[src/rtl/ycc_pkg.sv]
package ycc_pkg;

    localparam int PIX_W  = 8;
    localparam int FRAC_W = 8;
    localparam int ACC_W  = 20;
    localparam int N_CH   = 3;

    typedef logic        [PIX_W-1:0] upix_t;
    typedef logic signed [PIX_W-1:0] spix_t;
    typedef logic signed [ACC_W-1:0] acc_t;

    typedef struct packed {
        upix_t y;
        spix_t cb;
        spix_t cr;
        logic  act;
    } ycc_t;

    typedef struct packed {
        upix_t r;
        upix_t g;
        upix_t b;
        logic  act;
    } rgbw_t;

    function automatic upix_t clip_u(upix_t v, upix_t lo, upix_t hi);
        if (v < lo)      return lo;
        else if (v > hi) return hi;
        else             return v;
    endfunction

    function automatic spix_t clip_s(spix_t v, spix_t lo, spix_t hi);
        if (v < lo)      return lo;
        else if (v > hi) return hi;
        else             return v;
    endfunction

    function automatic acc_t widen_u(upix_t v);
        return {{(ACC_W-PIX_W){1'b0}}, v};
    endfunction

    function automatic acc_t widen_s(spix_t v);
        return {{(ACC_W-PIX_W){v[PIX_W-1]}}, v};
    endfunction

    // round to nearest, drop fraction, clamp to the unsigned pixel range
    function automatic upix_t sat_round(acc_t sum);
        acc_t q;
        q = (sum + acc_t'(1 <<< (FRAC_W-1))) >>> FRAC_W;
        if (q < 0)                               return '0;
        else if (q > acc_t'((1 << PIX_W) - 1))   return '1;
        else                                     return q[PIX_W-1:0];
    endfunction

endpackage

[src/rtl/ycc_limit.sv]
module ycc_limit
    import ycc_pkg::*;
#(
    parameter int Y_MIN = 1,
    parameter int Y_MAX = 254,
    parameter int C_MIN = -127,
    parameter int C_MAX = 126
) (
    input  logic  clk,
    input  logic  rst,
    input  logic  adv,
    input  logic  act_i,
    input  upix_t y_i,
    input  spix_t cb_i,
    input  spix_t cr_i,
    output ycc_t  smp_o
);

    localparam upix_t YLO = upix_t'(Y_MIN);
    localparam upix_t YHI = upix_t'(Y_MAX);
    localparam spix_t CLO = spix_t'(C_MIN);
    localparam spix_t CHI = spix_t'(C_MAX);

    ycc_t smp_q;

    always_ff @(posedge clk) begin
        if (rst) begin
            smp_q <= '0;
        end else if (adv) begin
            smp_q.y   <= clip_u(y_i, YLO, YHI);
            smp_q.cb  <= clip_s(cb_i, CLO, CHI);
            smp_q.cr  <= clip_s(cr_i, CLO, CHI);
            smp_q.act <= act_i;
        end
    end

    assign smp_o = smp_q;


    y_range_chk: assert property (@(posedge clk) disable iff (rst)
        adv |=> (smp_q.y >= YLO && smp_q.y <= YHI));


    c_range_chk: assert property (@(posedge clk) disable iff (rst)
        adv |=> (smp_q.cb >= CLO && smp_q.cb <= CHI &&
                 smp_q.cr >= CLO && smp_q.cr <= CHI));

endmodule

[src/rtl/ycc_matrix.sv]
module ycc_matrix
    import ycc_pkg::*;
#(
    parameter int K_RCR = 351,
    parameter int K_GCB = 86,
    parameter int K_GCR = 179,
    parameter int K_BCB = 443
) (
    input  logic  clk,
    input  logic  rst,
    input  logic  adv,
    input  ycc_t  smp_i,
    output rgbw_t pix_o
);

    localparam acc_t KR  = acc_t'(K_RCR);
    localparam acc_t KGB = acc_t'(K_GCB);
    localparam acc_t KGR = acc_t'(K_GCR);
    localparam acc_t KB  = acc_t'(K_BCB);

    acc_t  y_sc, cb_w, cr_w;
    acc_t  r_sum, g_sum, b_sum;
    rgbw_t pix_q;

    always_comb begin
        y_sc  = widen_u(smp_i.y) <<< FRAC_W;
        cb_w  = widen_s(smp_i.cb);
        cr_w  = widen_s(smp_i.cr);
        r_sum = y_sc + KR * cr_w;
        g_sum = y_sc - KGB * cb_w - KGR * cr_w;
        b_sum = y_sc + KB * cb_w;
    end

    always_ff @(posedge clk) begin
        if (rst) begin
            pix_q <= '0;
        end else if (adv) begin
            pix_q.r   <= sat_round(r_sum);
            pix_q.g   <= sat_round(g_sum);
            pix_q.b   <= sat_round(b_sum);
            pix_q.act <= smp_i.act;
        end
    end

    assign pix_o = pix_q;

endmodule

[src/rtl/dither_chan.sv]
module dither_chan #(
    parameter int IN_W  = 8,
    parameter int OUT_W = 5
) (
    input  logic             clk,
    input  logic             rst,
    input  logic             adv,
    input  logic             act,
    input  logic [IN_W-1:0]  din,
    output logic [OUT_W-1:0] dout
);

    localparam int RES_W = IN_W - OUT_W;

    logic [RES_W-1:0] res_q;
    logic [RES_W-1:0] res_use;
    logic [IN_W:0]    sum;
    logic [IN_W-1:0]  sat;
    logic [OUT_W-1:0] dout_q;

    always_comb begin
        res_use = act ? res_q : '0;
        sum     = {1'b0, din} + {{(OUT_W+1){1'b0}}, res_use};
        sat     = sum[IN_W] ? '1 : sum[IN_W-1:0];
    end

    always_ff @(posedge clk) begin
        if (rst) begin
            res_q  <= '0;
            dout_q <= '0;
        end else if (adv) begin
            dout_q <= sat[IN_W-1 -: OUT_W];
            res_q  <= act ? sat[RES_W-1:0] : '0;
        end
    end

    assign dout = dout_q;


    full_scale_chk: assert property (@(posedge clk) disable iff (rst)
        (adv && act && din == '1) |=> (dout == '1));


    gap_trunc_chk: assert property (@(posedge clk) disable iff (rst)
        (adv && !act) |=> (dout == $past(din[IN_W-1 -: OUT_W])));

endmodule

[src/rtl/rgb_dither.sv]
module rgb_dither
    import ycc_pkg::*;
#(
    parameter int R_BITS = 5,
    parameter int G_BITS = 6,
    parameter int B_BITS = 5,
    localparam int TOT_W = R_BITS + G_BITS + B_BITS
) (
    input  logic             clk,
    input  logic             rst,
    input  logic             adv,
    input  rgbw_t            pix_i,
    output logic [TOT_W-1:0] rgb_o,
    output logic             act_o
);

    logic act_q;

    for (genvar ch = 0; ch < N_CH; ch++) begin : g_ch
        localparam int OW  = (ch == 0) ? R_BITS : ((ch == 1) ? G_BITS : B_BITS);
        localparam int LSB = (ch == 0) ? (G_BITS + B_BITS) : ((ch == 1) ? B_BITS : 0);
        upix_t        din;
        logic [OW-1:0] dq;

        assign din = (ch == 0) ? pix_i.r : ((ch == 1) ? pix_i.g : pix_i.b);

        dither_chan #(.IN_W(PIX_W), .OUT_W(OW)) u_chan (
            .clk  (clk),
            .rst  (rst),
            .adv  (adv),
            .act  (pix_i.act),
            .din  (din),
            .dout (dq)
        );

        assign rgb_o[LSB +: OW] = dq;
    end

    always_ff @(posedge clk) begin
        if (rst)      act_q <= 1'b0;
        else if (adv) act_q <= pix_i.act;
    end

    assign act_o = act_q;

endmodule

[src/rtl/ycc2rgb565.sv]
module ycc2rgb565
    import ycc_pkg::*;
#(
    parameter int K_RCR  = 351,
    parameter int K_GCB  = 86,
    parameter int K_GCR  = 179,
    parameter int K_BCB  = 443,
    parameter int Y_MIN  = 1,
    parameter int Y_MAX  = 254,
    parameter int C_MIN  = -127,
    parameter int C_MAX  = 126,
    parameter int R_BITS = 5,
    parameter int G_BITS = 6,
    parameter int B_BITS = 5,
    localparam int TOT_W = R_BITS + G_BITS + B_BITS
) (
    input  logic             clk,
    input  logic             rst,
    input  logic             pix_en_i,
    input  logic             line_act_i,
    input  logic [7:0]       y_i,
    input  logic [7:0]       cb_i,
    input  logic [7:0]       cr_i,
    output logic [TOT_W-1:0] rgb_o,
    output logic             line_act_o,
    output logic             out_qual_o
);

    ycc_t  smp;
    rgbw_t pix;
    logic  qual_q;

    ycc_limit #(
        .Y_MIN(Y_MIN), .Y_MAX(Y_MAX), .C_MIN(C_MIN), .C_MAX(C_MAX)
    ) u_limit (
        .clk   (clk),
        .rst   (rst),
        .adv   (pix_en_i),
        .act_i (line_act_i),
        .y_i   (upix_t'(y_i)),
        .cb_i  (spix_t'(cb_i)),
        .cr_i  (spix_t'(cr_i)),
        .smp_o (smp)
    );

    ycc_matrix #(
        .K_RCR(K_RCR), .K_GCB(K_GCB), .K_GCR(K_GCR), .K_BCB(K_BCB)
    ) u_matrix (
        .clk   (clk),
        .rst   (rst),
        .adv   (pix_en_i),
        .smp_i (smp),
        .pix_o (pix)
    );

    rgb_dither #(
        .R_BITS(R_BITS), .G_BITS(G_BITS), .B_BITS(B_BITS)
    ) u_dither (
        .clk   (clk),
        .rst   (rst),
        .adv   (pix_en_i),
        .pix_i (pix),
        .rgb_o (rgb_o),
        .act_o (line_act_o)
    );

    always_ff @(posedge clk) begin
        if (rst) qual_q <= 1'b0;
        else     qual_q <= pix_en_i;
    end

    assign out_qual_o = qual_q;


    hold_chk: assert property (@(posedge clk) disable iff (rst)
        !pix_en_i |=> ($stable(rgb_o) && $stable(line_act_o)));


    qual_mark_chk: assert property (@(posedge clk) disable iff (rst)
        pix_en_i |=> out_qual_o);


    qual_idle_chk: assert property (@(posedge clk) disable iff (rst)
        !pix_en_i |=> !out_qual_o);

endmodule

[config.mk]
export PLATFORM = sky130hd
export DESIGN_NAME = ycc2rgb565
export DESIGN_NICKNAME = d
export VERILOG_FILES = /design/src/rtl/ycc_pkg.sv /design/src/rtl/ycc_limit.sv /design/src/rtl/ycc_matrix.sv /design/src/rtl/dither_chan.sv /design/src/rtl/rgb_dither.sv /design/src/rtl/ycc2rgb565.sv
export SDC_FILE = /design/constraint.sdc
export NUM_CORES = 1
export LEC_CHECK = 0
export ABC_AREA = 1
export BUFFER_PORTS_ARGS = -buffer_cell sky130_fd_sc_hd__clkbuf_2
export CAP_MARGIN = 20
export CELL_PAD_IN_SITES_DETAIL_PLACEMENT = 1
export CELL_PAD_IN_SITES_GLOBAL_PLACEMENT = 2
export CORE_UTILIZATION = 38
export CTS_BUF_LIST = sky130_fd_sc_hd__clkbuf_16
export CTS_CLUSTER_DIAMETER = 120
export CTS_CLUSTER_SIZE = 8
export DETAILED_ROUTE_END_ITERATION = 7
export HOLD_SLACK_MARGIN = 0.05
export PLACE_DENSITY_LB_ADDON = 0.1
export SLEW_MARGIN = 5
export SYNTH_ARGS = -nofsm -noshare
export SYNTH_HDL_FRONTEND = slang
export SYNTH_SLANG_ARGS = --single-unit
[constraint.sdc]
create_clock -name clk -period 7.3 [get_ports clk]
set_input_delay 0.365 -clock clk [delete_from_list [all_inputs] [get_ports clk]]
set_output_delay 0.365 -clock clk [all_outputs]
set_load 0.1 [all_outputs]
After elaboration in Yosys (flattened, before gate mapping):

Index checks and enable logic that the tools add are counted.

* output and inout bits: 18
* register bits after elaboration: 76
* logic and storage cells: 63
* input port bits: 28

* $mul: 4
* muxes and demuxes: 21
* magnitude comparators: 12
* $add $sub $neg: 10

Operators with widths (count)
* $mux W8: 15
* $add A20 B9 Y20 const B: 3
* $add A17 B20 Y20: 2
* $gt A12 B9 Y1 const B: 3
* $lt A12 B1 Y1 const B: 3
* $mul A10 B8 Y18 const A: 2
* $gt A8 B8 Y1 const B: 3
* $sub A17 B20 Y20: 1
* $sub A20 B20 Y20: 1
* $add A8 B3 Y9: 2
* $mul A9 B8 Y17 const A: 1
* $lt A8 B8 Y1 const B: 2
* $mul A7 B8 Y15 const A: 1
* $mux W3: 4
* $add A8 B2 Y9: 1
* $lt A8 B1 Y1 const B: 1
* $mux W2: 2

Logic depth before layout (Yosys ltp):

Gate-level depths: netlist (run 1).

* depth in word-level cells: 7
* mapped depth: 33
* depth with buffers taken out: 33

Hierarchy:

A second synthesis (run 1) with hierarchy kept.

* cell total of the unflattened synthesis: 1628
* area total of the unflattened synthesis: 12065.3 um^2

Modules (own cells, without submodules)
* ycc_matrix: times used 1, cells an instance 1201, sequential area each 500.5 um^2, area each 8959.8 um^2
* ycc_limit: times used 1, cells an instance 155, sequential area each 500.5 um^2, area each 1313.8 um^2
* dither_chan (u_dither.g_ch[0].u_chan ...): times used 2, cells an instance 89, sequential area each 160.2 um^2, area each 581.8 um^2
* dither_chan (u_dither.g_ch[1].u_chan): times used 1, cells an instance 84, sequential area each 160.2 um^2, area each 553.0 um^2
* rgb_dither: times used 1, cells an instance 7, sequential area each 20.0 um^2, area each 45.0 um^2
* ycc2rgb565: times used 1, cells an instance 3, sequential area each 20.0 um^2, area each 30.0 um^2

Least setup slack after synthesis (run 1):

No wires, ideal clock.

* kind: reg2reg
* start point: reg u_limit.smp_q, in the netlist u_limit.smp_o[15]
* end point: reg u_matrix.pix_q, in the netlist u_matrix.pix_o[16]
* required time: 7.227 ns
* arrival time: 5.511 ns
* library setup time: 0.073 ns
* slack: 1.716 ns
* cell stages (with the launch flop): 27
* clock period less this slack: 5.584 ns
* path buffers: 1
* path through: dfxtp_1 > inv_1 > ha_1 > inv_1 > ha_1 > fa_1 > fa_1 > ha_1 > nand2_1 > nor3_1 > nand2_1 > o211ai_2 > a31oi_1 > or2_1 > a21oi_2 > xor2_1 > fa_1 > inv_1 > ha_1 > nand2_1 > nor4_1 > nand2_1 > a31oi_1 > and2_1 > buf_4 > nand2_1 > a21oi_1

* longest elaborated chain between the ends: 7
* elaborated cells on any way between the ends: 8
* those cells by class: 3 x add/sub; 1 x mul; 2 x order compare; 2 x mux

RTL lines
* from (decl): line ycc_limit.sv:24 `ycc_t smp_q;`
* $mul A7 B8 Y15 (*): line ycc_matrix.sv:30 `g_sum = y_sc - KGB * cb_w - KGR * cr_w;`
* $sub A17 B20 Y20 (*): line ycc_matrix.sv:30
* $sub A20 B20 Y20 (*): line ycc_matrix.sv:30
* $add A20 B9 Y20 (*): line ycc_pkg.sv:49 `q = (sum + acc_t'(1 <<< (FRAC_W-1))) >>> FRAC_W;`
* $gt A12 B9 Y1: line ycc_pkg.sv:51 `else if (q > acc_t'((1 << PIX_W) - 1)) return '1;`
* $mux W8: line ycc_pkg.sv:51
* $mux W8 (*): line ycc_pkg.sv:50 `if (q < 0) return '0;`
* to (decl): line ycc_matrix.sv:23 `rgbw_t pix_q;`

Every way passes the cells marked *; elsewhere a longest branch is shown, timed or not.
A chain may end at the register's enable or synchronous reset.

Worst setup path in the final report (run 1):

* start point: reg u_limit.smp_q, in the netlist u_limit.smp_o[15]
* end point: reg u_matrix.pix_q, in the netlist u_matrix.pix_o[10]

The elaborated chain is that of the path after synthesis.

==> flow_metrics.py, run 1 <==
metrics = {
    "floorplanning": {
        "fp-row-count": 60,
        "num_io_pins": 46,
        "start_util_pct": 38.7,
        "core_um2": 27000,
        "die_area_um2": 28100,
        "die_x_um": 168,
        "die_y_um": 168,
    },
    "yosys": {
        "syn_avg_cell_area_um2": 7.59,
        "synth_top_area_share_pct": 23.3,
        "synth_area_leaders": "ha_1 23%, fa_1 15%, dfxtp_1 15%",
        "synth_edf_count": 0,
        "yosysWarnings": 0,
        "synth_ff_type": "dfxtp_1",
        "syn-cell-area_um2": 10400,
        "ys_types": 47,
        "syn_nets": 1673,
        "synth_top_area_cell": "ha_1",
        "ys_seq_area_share_pct": 14.6,
        "async_flop_share_pct": 0,
        "ys_seq_elements": 76,
        "syn_inst": 1374,
    },
    "pwr": {
        "powerDensity_nw_per_um2": 343,
        "p_comb_share_pct": 73.7,
        "seqPwrFrac_pct": 14.5,
        "p_int_uw": 1790,
        "p_switching_uw": 2100,
        "clock_power_share_pct": 11.8,
        "irDropWorstVdd_v": 0.000219,
        "leakage_uw": 0.00609,
        "total_power_uw": 3890,
        "sw_frac_of_total_pct": 54.1,
    },
    "final_layout": {
        "fin_area_um2": 11300,
        "syn2layout_area_growth_pct": 8.76,
        "drive_above_1_share_pct": 7.89,
        "nets": 1714,
        "final_cell_mix": "253 x inv_1, 247 x nand2_1, 194 x ha_1, 129 x a21oi_1, 77 x fa_1",
        "fillers": 3421,
        "seq_area_um2": 1520,
        "diodes": 0,
        "final_core_util_pct": 42.1,
        "final_common_cell": "inv_1",
        "layout.cells.non_filler": 1761,
        "multi_input_area_um2": 7830,
    },
    "drt": {
        "dr.first_iter.drc_count": 360,
        "dr_total_vias": 8823,
        "totalWireLength_um": 28300,
        "antenna_left": 0,
        "post_drt_via_cell_ratio": 5.01,
        "drc": 0,
        "dr.pass1.iters": 4,
        "wl_per_cell_um": 16.1,
    },
    "flow_run": {
        "maxCapViolations": 0,
    },
    "clock_network": {
        "clockBufferDepth": 2,
        "htreeDepth": 3,
        "clk_pin_slew_ns": 0.07,
        "root_buffer": "clkbuf_16",
        "clock_sinks": 76,
        "cts_setup_buffers": 0,
        "insertion_delay_ns": 0.35,
        "ctsResizeCount": 0,
        "hold_buffers": 0,
        "numCtsBuffers": 9,
        "cts_tree": "built",
    },
    "sta": {
        "rsz0062_at_grt": "false",
        "final_hold_viol_count": 0,
        "finalClockSkew_ns": 0.0111,
        "finalSetupViolations": 0,
        "max_freq_ghz": 0.158,
        "finalSetupTns_ns": 0,
        "fin_crit_ns": 6.33,
        "fin_crit_sh_pct": 86.7,
        "slew_viol_final": 0,
        "relSlewSlack_pct": 36.0,
        "worst_pin_slew_ns": 0.959,
    },
    "critical_path": {
        "critPathMaxFanout": 12,
        "startpoint": "u_limit.smp_o[15]$_SDFFE_PP0P_",
        "required_ns": 7.57,
        "cp-start-kind": "flop",
        "rr_startpoint": "u_limit.smp_o[15]$_SDFFE_PP0P_",
        "max_stage_delay_ns": 0.68,
        "crit_top_cell": "nand2_1",
        "crit_arrival_ns": 6.59,
        "crit_type": "reg -> reg",
        "critPathSlowestCell": "dfxtp_1",
        "end_kind": "flop",
    },
    "place": {
        "place_inst": 1744,
        "dpl_cell_area_um2": 11000,
        "place.gp.congestion": 0.797,
        "portBuffers": 45,
        "dpl.hpwl_um": 23600,
    },
    "global_routing": {
        "grt_pass1_wl_um": 47300,
        "gr-total-overflow": 0,
        "grt_pass1_vias": 9184,
        "grt_usage_pct": 21.2,
        "grt_max_degree": 61,
        "antenna_found_initial": 1,
    },
    "hold_path": {
        "hp-start": "line_act_i",
        "hold_class": "in -> reg",
    },
    "status": {
        "status": "finished, final reports clean",
    },
}
-- worst paths after layout --
kind	endpoint	slack [ns]	cells past startpoint
max	u_matrix.pix_o[10]$_SDFFE_PP0P_	0.97	25
min	u_limit.smp_o[0]$_SDFFE_PP0P_	0.24	3
max reg2reg	u_matrix.pix_o[10]$_SDFFE_PP0P_	0.97	25
min reg2reg	u_dither.act_o$_SDFFE_PP0P_	0.47	2
-- Yosys cell counts, types with 2 or more instances --
master and number:
nor3_2 4, a21oi_2 11, o21ai_1 7, nand2_2 7, o21a_1 4, xnor2_1 21
inv_1 253, o221ai_1 3, fa_1 77, a31oi_1 11, inv_2 8, clkbuf_1 18
a21oi_1 129, nor2_1 58, or2_2 3, a21o_1 5, buf_2 2, a211oi_1 2
xor2_1 47, o211ai_1 3, dfxtp_1 76, and2_1 3, nand3_2 3, o31ai_1 3
nand2_1 247, nand4_1 17, o21ai_0 76, nor3b_2 2, clkinv_1 2, ha_1 194
nor3_1 12, nand3_1 40, o21bai_1 6, nand3b_1 7
-- kinds of logic after synthesis --
kind of cell,after synthesis,share of synthesized area [%]
adder cells (fa/ha/maj),271,38.1
XOR/XNOR,68,5.71
AND/OR/NAND/NOR,407,16.9
flip-flops,76,14.6
AO/OA/AOI/OAI,267,14.4
buffers and inverters,285,10.3
-- cell type report --
class                           count  area share [%]
Multi-Input combinational cell   1013            69.0
Tap cell                          341            3.76
Clock buffer                        9            1.99
Clock inverter                      7           0.574
Timing Repair Buffer               52            2.52
Inverter                          263            8.71
Sequential cell                    76            13.4
-- power groups by stage --
stage	Sequential [uW]	Clock, uW	Combinational (uW)
6_report	564	459	2870
5_1_grt	575	487	3310
4_1_cts	564	472	2900
3_5_place_dp	573	0	2880
3_3_place_gp	571	0	2860
2_1_floorplan	611	0	2100
-- stage by stage --
step	setup WS (ns)	hold slack, ns
global route	0.287	0.262
CTS	0.919	0.224
floorplan	1.72	0.445
detailed placement	0.963	0.458
global placement	1.11	0.449
finish	0.972	0.235
-- sequential cells by signal, indices dropped and copies added, names as in the netlist --
register and count:
u_dither.act_o 1, u_matrix.pix_o 25, out_qual_o 1, u_limit.smp_o 25, u_dither.g_ch.u_chan.dout 16, u_dither.g_ch.u_chan.res_q 8
-- worst max-delay path: cells and delay by family, from the launching register on --
family,cells,cell delay (ns)
adder cells (fa/ha/maj),7,2.92
AND/OR/NAND/NOR,9,1.50
AO/OA/AOI/OAI,5,0.69
flip-flops,1,0.68
buffers and inverters,3,0.30
XOR/XNOR,1,0.13
-- layer usage --
| layer | vias to the layer above | GRT usage, % | share of wire [%] |
|---|---|---|---|
| met2 | 59 | 35.0 | 45 |
| met5 | - | 0 | 0.035 |
| met4 | 2 | 3.67 | 0.77 |
| li1 | 4541 | - | - |
| met3 | 12 | 2.10 | 1.8 |
| met1 | 4209 | 30.2 | 52 |
Power figures use the tool's default switching activity.
==> inputs of run 2 (changes only) <==
- CORE_ASPECT_RATIO: default -> 1.25
==> flow_metrics.py, run 2 (synthesis results as in run 1) <==
metrics = {
    "status": {
        "status": "finished, final reports clean",
    },
    "final_layout": {
        "multi_input_area_um2": 7830,
        "final_cell_mix": "254 x inv_1, 247 x nand2_1, 194 x ha_1, 129 x a21oi_1, 77 x fa_1",
        "drive_above_1_share_pct": 7.69,
        "syn2layout_area_growth_pct": 8.71,
        "final_common_cell": "inv_1",
        "seq_area_um2": 1520,
        "nets": 1712,
        "fillers": 3378,
        "diodes": 0,
        "final_core_util_pct": 42.1,
    },
    "clock_network": {
        "root_buffer": "clkbuf_16",
        "cts_setup_buffers": 0,
        "insertion_delay_ns": 0.36,
        "hold_buffers": 0,
        "clk_pin_slew_ns": 0.07,
        "numCtsBuffers": 9,
        "cts_tree": "built",
        "htreeDepth": 3,
        "clock_sinks": 76,
        "clockBufferDepth": 2,
        "ctsResizeCount": 0,
    },
    "pwr": {
        "leakage_uw": 0.00608,
        "irDropWorstVdd_v": 0.000194,
        "powerDensity_nw_per_um2": 344,
    },
    "critical_path": {
        "cp_num_buf_inv": 3,
        "required_ns": 7.57,
        "end_kind": "flop",
        "crit_top_cell": "nand2_1",
        "critical_path.top_delay_family": "adder cells",
        "critPathSlowestCell": "dfxtp_1",
        "max_stage_delay_ns": 0.65,
        "cp-start-kind": "flop",
        "crit_arrival_ns": 6.61,
        "critPathMaxFanout": 12,
        "crit_type": "reg -> reg",
    },
    "global_routing": {
        "grt_usage_pct": 21.1,
        "grt_pass1_wl_um": 46500,
        "antenna_found_initial": 0,
        "gr-total-overflow": 0,
        "grt_pass1_vias": 9231,
        "grt_max_degree": 56,
    },
    "drt": {
        "wl_per_cell_um": 15.7,
        "antenna_left": 0,
        "dr.first_iter.drc_count": 219,
        "dr_total_vias": 8773,
        "drc": 0,
        "totalWireLength_um": 27700,
        "dr.pass1.iters": 4,
        "post_drt_via_cell_ratio": 4.98,
    },
    "sta": {
        "max_freq_ghz": 0.158,
        "worst_pin_slew_ns": 0.890,
        "finalSetupViolations": 0,
        "final_hold_viol_count": 0,
        "finalSetupTns_ns": 0,
        "rsz0062_at_grt": "false",
        "fin_crit_sh_pct": 86.9,
        "finalClockSkew_ns": 0.0118,
        "slew_viol_final": 0,
        "relSlewSlack_pct": 40.7,
        "fin_crit_ns": 6.35,
    },
    "floorplanning": {
        "die_x_um": 150,
        "fp-row-count": 67,
        "num_io_pins": 46,
        "core_um2": 26900,
        "die_y_um": 187,
        "die_area_um2": 28100,
        "start_util_pct": 38.7,
    },
    "place": {
        "place.gp.congestion": 0.852,
        "portBuffers": 45,
        "dpl.hpwl_um": 23800,
    },
    "flow_run": {
        "maxCapViolations": 0,
    },
    "hold_path": {
        "hold_class": "in -> reg",
    },
}
run 2: power breakdown:
part / internal, uW / leakage [uW] / switching (uW) / total, uW
logic: 1060 / 0.00531 / 1810 / 2870
registers: 480 / 0.000627 / 80.2 / 560
clock network: 267 / 0.000145 / 201 / 469
run 2: final timing paths:
| kind | cells past startpoint | endpoint | start | slack [ns] |
|---|---|---|---|---|
| hold / removal | 3 | u_limit.smp_o[0]$_SDFFE_PP0P_ | line_act_i | 0.23 |
| setup / recovery | 25 | u_matrix.pix_o[13]$_SDFFE_PP0P_ | u_limit.smp_o[15]$_SDFFE_PP0P_ | 0.95 |
| hold reg to reg | 2 | u_dither.act_o$_SDFFE_PP0P_ | u_dither.act_o$_SDFFE_PP0P_ | 0.46 |
| setup reg to reg | 25 | u_matrix.pix_o[13]$_SDFFE_PP0P_ | u_limit.smp_o[15]$_SDFFE_PP0P_ | 0.95 |
run 2: layout make-up:
| cell class | count | share of cell area, % |
|---|---|---|
| Inverter | 263 | 8.71 |
| Multi-Input combinational cell | 1013 | 69.1 |
| Clock buffer | 9 | 1.99 |
| Timing Repair Buffer | 50 | 2.32 |
| Sequential cell | 76 | 13.4 |
| Clock inverter | 7 | 0.684 |
| Tap cell | 345 | 3.81 |
run 2: tightest hold or removal path: cells and delay by family:
kind | cells | cell delay, ns
and+or+nand+nor | 2 | 0.11
buffers and inverters | 1 | 0.07
run 2: routing by layer:
metal  track usage [%]  routed length, um  vias up
met4              4.39                313        0
met1              27.4              13200     4138
met2              37.4              13600       80
met5                 0                  0        -
met3              2.15                587       15
li1                  -                  -     4540
run 2: metrics by stage:
| stage | hold slack (ns) | worst slack, ns | area, um^2 | std cells | total power [uW] |
|---|---|---|---|---|---|
| floorplan | 0.445 | 1.72 | 10400 | 1374 | 2710 |
| global route | 0.260 | 0.451 | 11300 | 1763 | 4360 |
| CTS | 0.230 | 0.970 | 11300 | 1763 | 3960 |
| global placement | 0.451 | 1.14 | 11000 | 1747 | 3460 |
| detailed placement | 0.457 | 1.01 | 11000 | 1747 | 3470 |
| finish | 0.233 | 0.953 | 11300 | 1763 | 3900 |
==> inputs of run 3 (changes only) <==
--- a/config.mk
+++ b/config.mk
@@ -12,3 +12,3 @@
 export CELL_PAD_IN_SITES_GLOBAL_PLACEMENT = 2
-export CORE_ASPECT_RATIO = 1.25
+export CORE_ASPECT_RATIO = 0.8
 export CORE_UTILIZATION = 38
@@ -20,2 +20,3 @@
 export PLACE_DENSITY_LB_ADDON = 0.1
+export SETUP_SLACK_MARGIN = 0.02
 export SLEW_MARGIN = 5
==> constraint.sdc (replaced) <==
create_clock -name clk -period 7.3 [get_ports clk]
set_input_delay 1.095 -clock clk [delete_from_list [all_inputs] [get_ports clk]]
set_output_delay 1.095 -clock clk [all_outputs]
set_load 0.1 [all_outputs]
==> flow_metrics.py, run 3 (synthesis results as in run 1) <==
metrics = {
    "status": {
        "status": "finished, final reports clean",
    },
    "clock_network": {
        "clock_sinks": 76,
        "clk_pin_slew_ns": 0.07,
        "numCtsBuffers": 9,
        "htreeDepth": 3,
        "clockBufferDepth": 2,
        "cts_tree": "built",
        "ctsResizeCount": 0,
        "insertion_delay_ns": 0.34,
        "root_buffer": "clkbuf_16",
        "cts_setup_buffers": 0,
        "hold_buffers": 0,
    },
    "pwr": {
        "leakage_uw": 0.00613,
        "seqPwrFrac_pct": 14.1,
        "clock_power_share_pct": 13.0,
        "p_comb_share_pct": 72.9,
        "p_int_uw": 1850,
        "powerDensity_nw_per_um2": 348,
        "p_switching_uw": 2120,
        "irDropWorstVdd_v": 0.000159,
        "sw_frac_of_total_pct": 53.4,
    },
    "final_layout": {
        "diodes": 0,
        "final_cell_mix": "253 x inv_1, 247 x nand2_1, 194 x ha_1, 129 x a21oi_1, 77 x fa_1",
        "final_common_cell": "inv_1",
        "drive_above_1_share_pct": 8.15,
        "nets": 1718,
        "syn2layout_area_growth_pct": 9.55,
        "fin_area_um2": 11400,
    },
    "drt": {
        "post_drt_via_cell_ratio": 4.99,
        "dr.pass1.iters": 4,
        "drc": 0,
        "dr_total_vias": 8896,
        "wl_per_cell_um": 16.5,
        "dr.first_iter.drc_count": 229,
        "totalWireLength_um": 29400,
        "antenna_left": 0,
    },
    "place": {
        "place.gp.congestion": 0.860,
        "dpl.hpwl_um": 25000,
        "dpl_cell_area_um2": 11100,
        "portBuffers": 45,
    },
    "sta": {
        "max_freq_ghz": 0.160,
        "worst_pin_slew_ns": 0.648,
        "final_hold_viol_count": 0,
        "finalSetupViolations": 0,
        "fin_crit_sh_pct": 85.8,
        "slew_viol_final": 0,
        "finalClockSkew_ns": 0.00938,
        "finalSetupTns_ns": 0,
        "relSlewSlack_pct": 56.7,
        "rsz0062_at_grt": "false",
        "hold_slack_ns": 0.469,
        "fin_crit_ns": 6.26,
    },
    "floorplanning": {
        "start_util_pct": 39.2,
        "die_area_um2": 28100,
        "die_x_um": 187,
        "num_io_pins": 46,
        "fp-row-count": 53,
        "die_y_um": 150,
        "core_um2": 26600,
    },
    "critical_path": {
        "critPathMaxFanout": 9,
        "crit_top_cell": "nand2_1",
        "required_ns": 7.57,
        "max_stage_delay_ns": 0.60,
        "critPathSlowestCell": "dfxtp_1",
        "rr_startpoint": "u_limit.smp_o[6]$_SDFFE_PP0P_",
        "cp-start-kind": "flop",
        "crit_type": "reg -> reg",
        "end_kind": "flop",
        "crit_arrival_ns": 6.54,
        "startpoint": "u_limit.smp_o[6]$_SDFFE_PP0P_",
    },
    "global_routing": {
        "grt_pass1_wl_um": 48400,
        "antenna_found_initial": 0,
        "gr-total-overflow": 0,
        "grt_pass1_vias": 9277,
        "grt_max_degree": 56,
        "grt_usage_pct": 21.7,
    },
    "hold_path": {
        "hold_class": "reg -> reg",
        "hp-start": "u_dither.g_ch[0].u_chan.res_q[0]$_SDFFE_PP0P_",
    },
    "flow_run": {
        "maxCapViolations": 0,
    },
}
## run 3: critical path, delay by kind of cell, from the launching register on
kind / cells / cell delay, ns
AO/OA/AOI/OAI: 6 / 0.92
XOR/XNOR: 1 / 0.08
AND/OR/NAND/NOR: 11 / 1.43
buffers and inverters: 4 / 0.29
adder cells (fa/ha/maj): 7 / 2.87
flip-flops: 1 / 0.60
## run 3: final cells by class
class | count | area, um^2
repair buffers | 56 | 308
well taps | 357 | 447
flip-flops and latches | 76 | 1520
clock inverters | 7 | 105
inverters | 263 | 987
multi-input cells | 1013 | 7830
fillers | 3330 | 15200
clock buffers | 9 | 225
## run 3: stage by stage
step                cells  setup slack (ns)  util, %  power, uW
global placement     1765              1.25     41.7       3450
detailed placement   1765              1.07     41.7       3470
CTS                  1781              1.04     43.0       4010
finish               1781              1.04     43.0       3970
floorplan            1374              1.72        -       2710
global route         1781             0.456     43.0       4430
## run 3: metal layers
layer | GRT usage, % | share of wire (%)
met1 | 30.2 | 51
met2 | 36.4 | 45
met3 | 3.22 | 3.1
met4 | 2.87 | 0.53
met5 | 0 | 0
## run 3: power groups by stage
stage                     clock, uW  sequential, uW  combinational (uW)
after floorplan                   0             611                2100
after global placement            0             568                2890
after CTS                       525             561                2930
after global routing            538             572                3320
after detailed placement          0             570                2900
final                           515             560                2900
## run 3: path summary, 6_finish.rpt
path,endpoint,slack [ns],cells after the start
setup / recovery,u_matrix.pix_o[12]$_SDFFE_PP0P_,1.04,29
hold / removal,u_dither.g_ch[0].u_chan.res_q[0]$_SDFFE_PP0P_,0.47,2
setup reg to reg,u_matrix.pix_o[12]$_SDFFE_PP0P_,1.04,29
hold reg to reg,u_dither.g_ch[0].u_chan.res_q[0]$_SDFFE_PP0P_,0.47,2
